--- src/rtl/dmt_pkg.sv ---
package dmt_pkg;
  typedef enum logic [1:0] {
    MODE_PWM    = 2'b00,
    MODE_DCAP   = 2'b01,
    MODE_DTMR   = 2'b10,
    MODE_CAPTMR = 2'b11
  } tmr_mode_e;

  localparam int unsigned ADDR_W = 4;
  localparam int unsigned CTRL_W = 8;
  localparam int unsigned FLAG_W = 6;

  localparam logic [ADDR_W-1:0] A_CTRL = 4'd0;
  localparam logic [ADDR_W-1:0] A_RLD0 = 4'd1;
  localparam logic [ADDR_W-1:0] A_RLD1 = 4'd2;
  localparam logic [ADDR_W-1:0] A_CMP  = 4'd3;
  localparam logic [ADDR_W-1:0] A_CAP0 = 4'd4;
  localparam logic [ADDR_W-1:0] A_CAP1 = 4'd5;
  localparam logic [ADDR_W-1:0] A_FLAG = 4'd6;
  localparam logic [ADDR_W-1:0] A_IEN  = 4'd7;
  localparam logic [ADDR_W-1:0] A_CNT0 = 4'd8;
  localparam logic [ADDR_W-1:0] A_CNT1 = 4'd9;

  localparam int unsigned CB_EN0  = 2;
  localparam int unsigned CB_SRC0 = 4;
  localparam int unsigned CB_POL0 = 6;
endpackage

--- src/rtl/tmr_edge_sync.sv ---
module tmr_edge_sync #(
  parameter int unsigned STAGES = 2
) (
  input  logic clk,
  input  logic rst_n,
  input  logic din,
  input  logic fall_sel,
  output logic edge_o
);
  logic [STAGES:0] sh_q, sh_d;

  always_comb sh_d = {sh_q[STAGES-1:0], din};

  always_ff @(posedge clk or negedge rst_n) begin
    if (!rst_n) sh_q <= '0;
    else        sh_q <= sh_d;
  end

  assign edge_o = fall_sel ? (sh_q[STAGES] & ~sh_q[STAGES-1])
                           : (~sh_q[STAGES] & sh_q[STAGES-1]);
endmodule

--- src/rtl/tmr_down_counter.sv ---
module tmr_down_counter #(
  parameter int unsigned W = 16
) (
  input  logic         clk,
  input  logic         rst_n,
  input  logic         clr,
  input  logic         en,
  input  logic         tick,
  input  logic [W-1:0] reload,
  output logic [W-1:0] cnt_o,
  output logic         uf_o
);
  logic [W-1:0] cnt_q, cnt_d;
  logic         at_zero;

  assign at_zero = (cnt_q == '0);

  always_comb begin
    cnt_d = cnt_q;
    uf_o  = 1'b0;
    if (clr) begin
      cnt_d = '0;
    end else if (en && tick) begin
      if (at_zero) begin
        cnt_d = reload;
        uf_o  = 1'b1;
      end else begin
        cnt_d = cnt_q - 1'b1;
      end
    end
  end

  always_ff @(posedge clk or negedge rst_n) begin
    if (!rst_n) cnt_q <= '0;
    else        cnt_q <= cnt_d;
  end

  assign cnt_o = cnt_q;


  reload_on_zero_chk: assert property (@(posedge clk) disable iff (!rst_n)
    (en && tick && !clr && cnt_q == '0) |=> (cnt_q == $past(reload)));

  hold_when_off_chk: assert property (@(posedge clk) disable iff (!rst_n)
    (!en && !clr) |=> $stable(cnt_q));

  clear_zero_chk: assert property (@(posedge clk) disable iff (!rst_n)
    clr |=> (cnt_q == '0));
endmodule

--- src/rtl/dual_mode_timer.sv ---
module dual_mode_timer
  import dmt_pkg::*;
#(
  parameter int unsigned CNT_W       = 16,
  parameter int unsigned SYNC_STAGES = 2
) (
  input  logic              clk,
  input  logic              rst_n,
  input  logic [ADDR_W-1:0] bus_addr,
  input  logic              bus_wr,
  input  logic              bus_rd,
  input  logic [CNT_W-1:0]  bus_wdata,
  output logic [CNT_W-1:0]  bus_rdata,
  input  logic              ev0_in,
  input  logic              ev1_in,
  output logic              pwm_out,
  output logic              irq_out
);
  localparam int unsigned NCH = 2;

  // reset: asserted asynchronously, released on the clock
  logic [1:0] rs_q;
  logic       rst_n_i;
  always_ff @(posedge clk or negedge rst_n) begin
    if (!rst_n) rs_q <= '0;
    else        rs_q <= {rs_q[0], 1'b1};
  end
  assign rst_n_i = rs_q[1];

  logic [CTRL_W-1:0]         ctrl_q;
  logic [NCH-1:0][CNT_W-1:0] rld_q, cap_q, cap_d, cap_src, cnt;
  logic [CNT_W-1:0]          cmp_q;
  logic [FLAG_W-1:0]         flags_q, flags_d, flag_set, w1c, ien_q;
  logic [NCH-1:0]            pend_q, pend_d;
  logic [NCH-1:0]            ev_in, ev_edge, tick, uf, cap_sel, cap_evt, rd_cap, ovr;
  logic                      wr_ctrl, wr_flag, mode_chg;
  tmr_mode_e                 mode;

  assign mode     = tmr_mode_e'(ctrl_q[1:0]);
  assign wr_ctrl  = bus_wr && (bus_addr == A_CTRL);
  assign wr_flag  = bus_wr && (bus_addr == A_FLAG);
  assign mode_chg = wr_ctrl && (bus_wdata[1:0] != ctrl_q[1:0]);
  assign ev_in    = {ev1_in, ev0_in};
  assign rd_cap   = {bus_rd && (bus_addr == A_CAP1), bus_rd && (bus_addr == A_CAP0)};

  for (genvar g = 0; g < NCH; g++) begin : g_ch
    tmr_edge_sync #(.STAGES(SYNC_STAGES)) i_sync (
      .clk(clk), .rst_n(rst_n_i), .din(ev_in[g]),
      .fall_sel(ctrl_q[CB_POL0+g]), .edge_o(ev_edge[g]));

    tmr_down_counter #(.W(CNT_W)) i_cnt (
      .clk(clk), .rst_n(rst_n_i), .clr(mode_chg), .en(ctrl_q[CB_EN0+g]),
      .tick(tick[g]), .reload(rld_q[g]), .cnt_o(cnt[g]), .uf_o(uf[g]));
  end

  // how the two counters relate in each mode
  always_comb begin
    tick[0]    = 1'b1;
    tick[1]    = ctrl_q[CB_SRC0+1] ? ev_edge[1] : 1'b1;
    cap_sel    = 2'b00;
    cap_src[0] = cnt[0];
    cap_src[1] = cnt[0];
    case (mode)
      MODE_PWM:  ;
      MODE_DCAP: cap_sel = 2'b11;
      MODE_DTMR: tick[0] = ctrl_q[CB_SRC0] ? ev_edge[0] : 1'b1;
      MODE_CAPTMR: begin
        tick[0]    = ev_edge[0];
        tick[1]    = 1'b1;
        cap_sel    = 2'b10;
        cap_src[1] = cnt[1];
      end
      default: ;
    endcase
  end

  always_comb begin
    cap_evt = cap_sel & ev_edge;
    for (int i = 0; i < NCH; i++) begin
      ovr[i]    = cap_evt[i] & pend_q[i] & ~rd_cap[i];
      pend_d[i] = cap_evt[i] | (pend_q[i] & ~rd_cap[i]);
      cap_d[i]  = cap_evt[i] ? cap_src[i] : cap_q[i];
    end
    flag_set = {ovr, cap_evt, uf};
    w1c      = wr_flag ? bus_wdata[FLAG_W-1:0] : '0;
    flags_d  = (flags_q & ~w1c) | flag_set;
  end

  always_ff @(posedge clk or negedge rst_n_i) begin
    if (!rst_n_i) begin
      ctrl_q  <= '0;
      rld_q   <= '0;
      cmp_q   <= '0;
      ien_q   <= '0;
      cap_q   <= '0;
      pend_q  <= '0;
      flags_q <= '0;
    end else begin
      if (wr_ctrl)                        ctrl_q   <= bus_wdata[CTRL_W-1:0];
      if (bus_wr && bus_addr == A_RLD0)   rld_q[0] <= bus_wdata;
      if (bus_wr && bus_addr == A_RLD1)   rld_q[1] <= bus_wdata;
      if (bus_wr && bus_addr == A_CMP)    cmp_q    <= bus_wdata;
      if (bus_wr && bus_addr == A_IEN)    ien_q    <= bus_wdata[FLAG_W-1:0];
      cap_q   <= cap_d;
      pend_q  <= pend_d;
      flags_q <= flags_d;
    end
  end

  always_comb begin
    pwm_out = 1'b0;
    if (mode == MODE_PWM && ctrl_q[CB_EN0] && cmp_q != '0)
      pwm_out = (cmp_q >= rld_q[0]) || (cnt[0] > cmp_q);
  end

  assign irq_out = |(flags_q & ien_q);

  always_comb begin
    case (bus_addr)
      A_CTRL:  bus_rdata = {{(CNT_W-CTRL_W){1'b0}}, ctrl_q};
      A_RLD0:  bus_rdata = rld_q[0];
      A_RLD1:  bus_rdata = rld_q[1];
      A_CMP:   bus_rdata = cmp_q;
      A_CAP0:  bus_rdata = cap_q[0];
      A_CAP1:  bus_rdata = cap_q[1];
      A_FLAG:  bus_rdata = {{(CNT_W-FLAG_W){1'b0}}, flags_q};
      A_IEN:   bus_rdata = {{(CNT_W-FLAG_W){1'b0}}, ien_q};
      A_CNT0:  bus_rdata = cnt[0];
      A_CNT1:  bus_rdata = cnt[1];
      default: bus_rdata = '0;
    endcase
  end


  flag_sticky_chk: assert property (@(posedge clk) disable iff (!rst_n_i)
    (flags_q[0] && !wr_flag) |=> flags_q[0]);

  ovr_needs_pend_chk: assert property (@(posedge clk) disable iff (!rst_n_i)
    $rose(flags_q[4]) |-> $past(pend_q[0]));
endmodule

--- config.mk ---
export PLATFORM = sky130hd
export DESIGN_NAME = dual_mode_timer
export DESIGN_NICKNAME = d
export VERILOG_FILES = /design/src/rtl/dmt_pkg.sv /design/src/rtl/tmr_edge_sync.sv /design/src/rtl/tmr_down_counter.sv /design/src/rtl/dual_mode_timer.sv
export SDC_FILE = /design/constraint.sdc
export NUM_CORES = 1
export LEC_CHECK = 0
export BUFFER_PORTS_ARGS = -buffer_cell sky130_fd_sc_hd__buf_2
export CORE_ASPECT_RATIO = 1.5
export CORE_MARGIN = 2
export CORE_UTILIZATION = 50
export CTS_BUF_LIST = sky130_fd_sc_hd__clkbuf_2
export DETAILED_ROUTE_END_ITERATION = 6
export GPL_ROUTABILITY_DRIVEN = 1
export PLACE_DENSITY = 0.65
export SLEW_MARGIN = 25
export SYNTH_ARGS = -nofsm -noshare
export SYNTH_HDL_FRONTEND = slang
export SYNTH_SLANG_ARGS = --single-unit
--- constraint.sdc ---
create_clock -name clk -period 9.84 [get_ports clk]
set_input_delay 1.476 -clock clk [delete_from_list [all_inputs] [get_ports clk]]
set_output_delay 1.476 -clock clk [all_outputs]
set_load 0.02 [all_outputs]
==> reports/results.ini <==
[outcome]
status = completed

[sta]
fmax_ghz = 0.2149
period_share_pct = 47.30
rsz0062_at_grt = false
finClkSkew_ns = 0.03216
period_minus_slack_ns = 4.654
tns_ns = 0
worstMarginPinSlew_ns = 0.9126
setup_viol = 0
slew_headroom_pct = 38.83
slew_viol_final = 0
hold_viol_final = 0

[pwr]
leakage_nw = 3.896
comb_power_share_pct = 35.6
switching_share_pct = 44.44
power.switching_w = 0.0009706
peakVddDrop_uv = 125.3
cellInternalPower_w = 0.001213
pwr-share-seq_pct = 49.3
clkPwrFrac_pct = 15.1
powerDensity_mw_per_mm2 = 253.0

[synth]
syn_avg_cell_area_um2 = 10.31
syn_area_mm2 = 0.008097
synth_fp_nets = 847
synth_largest_area_cell = dfrtp_1
yosysUniqueCellTypes = 69
synth_warnings = 0
netlist_instances = 785
ys_seq_area_share_pct = 43.89
ys.flop_type = dfrtp_1
async_reset_ff_share_pct = 100.0
yosysTopAreaCellShare_pct = 43.89
ys_ff_latch = 142
synth_area_leaders = dfrtp_1 (44%), mux2_2 (10%), ha_1 (5.6%)
synth-edff-count = 0

[setup_path]
crit_fanout = 17
rrSetupSlack_ns = 6.89
critPathKind = in -> out
reg2reg_depth = 8
timing.rr.end = g_ch[0].i_cnt.cnt_o[3]
cp_top_family = simple AND/OR/NAND/NOR gates
cp-end-kind = output port
cpMostUsedCell = buf_2
crit_path_start_kind = input port
cp-startpoint = bus_addr[1]
rr_startpoint = g_ch[0].i_cnt.cnt_o[0]
cp.required_ns = 8.36
path_cells = buf_2 -> nand2b_1 -> nor3_4 -> a222oi_1 -> nand3_1 -> buf_2
cp_num_cells = 6
worst-path-buf-inv = 2
slowest_stage = nor3_4
cp_slowest_stage_delay_ns = 0.71
crit_path_end = bus_rdata[9]
cp.arrival_ns = 3.18

[finish]
area_delta_synth_final_pct = 6.630
seq_area_mm2 = 0.003557
fin_util_pct = 53.80
final_nets = 870
fill_cells = 1515
multi_input_area_mm2 = 0.004159
drive_gt1_share_pct = 22.66

[place]
port_buffers = 43
gp_congestion = 0.9522
place_hpwl_mm = 18.31

[global_route]
grt_pass1_wl_mm = 39.28
antenna_found_initial = 1
groute.usage.overall_pct = 30.56
grt_max_degree = 75
grt_pass1_vias = 6708
grt_overflow = 0

[flow_run]
maxCapViolCount = 0

[drt]
dr.pass1.iters = 6
drtAntennaViolNets = 0
postRouteWirelength_mm = 25.45
vias = 6866
route.detailed.drc = 0
drt_iter0_drc = 571
wl_per_cell_um = 24.75
viasPerCell = 6.679

[clock_network]
numClockSinks = 142
cts-resized-gates = 0
clock_tree.buffer_depth = 2
postCtsHoldBufs = 0
htreeDepth = 4
root_buffer = clkbuf_2
cts_setup_buffers = 0
clkTransAtPathRegs_ns = 0.23
cts_tree = built
numCtsBuffers = 17
clock_latency_ns = 0.75

[floorplan]
die-area_mm2 = 0.01725
fp-row-count = 57
ioPinCount = 44
die_x_um = 107.9
core-area_mm2 = 0.01605
start_util_pct = 50.46
die_y_um = 159.9

[hold_path]
hold_path_class = reg -> async

Yosys cell counts, drive strengths merged, types with 6 or more instances:
cell type	instances
o22ai	6
o211ai	11
nand3	27
a22oi	46
mux2i	16
nor2	20
a21oi	31
or3	6
nand2b	7
a21o	9
nor4	17
dfrtp	142
clkbuf	18
nand4	14
o21ai	46
mux2	72
inv	41
a221oi	7
ha	36
nor3	18
nand2	78
a22o	10
a222oi	8
or4	8
buf	29
per-stage QoR:
step                power, W  setup slack, ns  cell area [um^2]  std cells  hold slack, ns
floorplan           0.001572            5.533              8097        785          0.3312
global placement    0.001808            4.948              8392        995          0.2339
detailed placement  0.001853            5.233              8398        995          0.2419
CTS                 0.002179            5.221              8622       1027          0.2560
global route        0.002330            5.132              8633       1028          0.2817
finish              0.002184            5.186              8633       1028          0.2471
power by group through the flow:
stage	sequential, W	combinational [W]	clock, W
3_3_place_gp	0.00108	0.000733	0
2_1_floorplan	0.000915	0.000658	0
5_1_grt	0.00110	0.000874	0.000360
4_1_cts	0.00107	0.000776	0.000335
6_report	0.00108	0.000778	0.000330
3_5_place_dp	0.00108	0.000772	0
worst min-delay path by stage:
stage	startpoint	cells past startpoint	slack, ns	endpoint
floorplan	g_ch[0].i_sync.sh_q[0]	0	0.33	g_ch[0].i_sync.sh_q[1]
global placement	rs_q[1]	0	0.23	ctrl_q[2]
detailed placement	rs_q[1]	0	0.24	ctrl_q[2]
CTS	rs_q[1]	0	0.26	ctrl_q[2]
global route	rs_q[1]	0	0.28	rld_q[3]
finish	rs_q[1]	0	0.25	cmp_q[3]
state kept, by name, indices dropped and copies added, names as in the netlist:
register	cells
ctrl_q	8
cap_q	32
rld_q	32
g_ch.i_cnt.cnt_o	32
g_ch.i_sync.sh_q	6
rs_q	2
flags_q	6
ien_q	6
pend_q	2
cmp_q	16
layer usage:
| layer | GRT usage, % | routed length [um] | up-vias |
|---|---|---|---|
| met3 | 4.776 | 1509 | 110 |
| li1 | - | - | 2994 |
| met2 | 49.89 | 12570 | 344 |
| met5 | 0 | 0 | - |
| met4 | 19.93 | 1888 | 0 |
| met1 | 36.98 | 9474 | 3418 |
layout by cell type, fill, tap and decap left out, drive strengths merged, types with 3 or more instances in the layout:
| master | instances |
|---|---|
| and2 | 4 |
| or4 | 8 |
| a22o | 10 |
| nor2 | 20 |
| o22ai | 6 |
| nand2b | 7 |
| clkinv | 9 |
| mux2 | 72 |
| o31ai | 5 |
| a21o | 9 |
| or3 | 6 |
| mux2i | 16 |
| a221oi | 7 |
| ha | 36 |
| nor3b | 5 |
| a21oi | 31 |
| nand3b | 3 |
| buf | 51 |
| clkbuf | 17 |
| nand3 | 27 |
| dfrtp | 142 |
| a31oi | 5 |
| o311ai | 4 |
| a211oi | 4 |
| nor4 | 17 |
| nand4 | 14 |
| nand2 | 78 |
| nor3 | 18 |
| o21ai | 46 |
| nor2b | 5 |
| o211ai | 11 |
| a22oi | 46 |
| a221o | 5 |
| a222oi | 8 |
| inv | 44 |
cell type report:
type | count | area share (%)
Antenna cell | 1 | 0.02899
Clock buffer | 17 | 0.9855
Clock inverter | 15 | 1.609
Inverter | 41 | 1.783
Multi-Input combinational cell | 555 | 48.17
Sequential cell | 142 | 41.20
Tap cell | 206 | 2.986
Timing Repair Buffer | 51 | 3.232
cells by family after synthesis:
group | after synthesis | share of synthesized area (%)
adder cells (fa/ha/maj) | 36 | 5.563
flip-flops | 142 | 43.89
AND/OR/NAND/NOR | 221 | 15.56
other | 1 | 0.04632
multiplexers | 88 | 11.99
XOR/XNOR | 2 | 0.2164
AO/OA/AOI/OAI | 207 | 17.80
buffers and inverters | 88 | 4.930
Note: power is estimated with default switching activity, not from simulation.
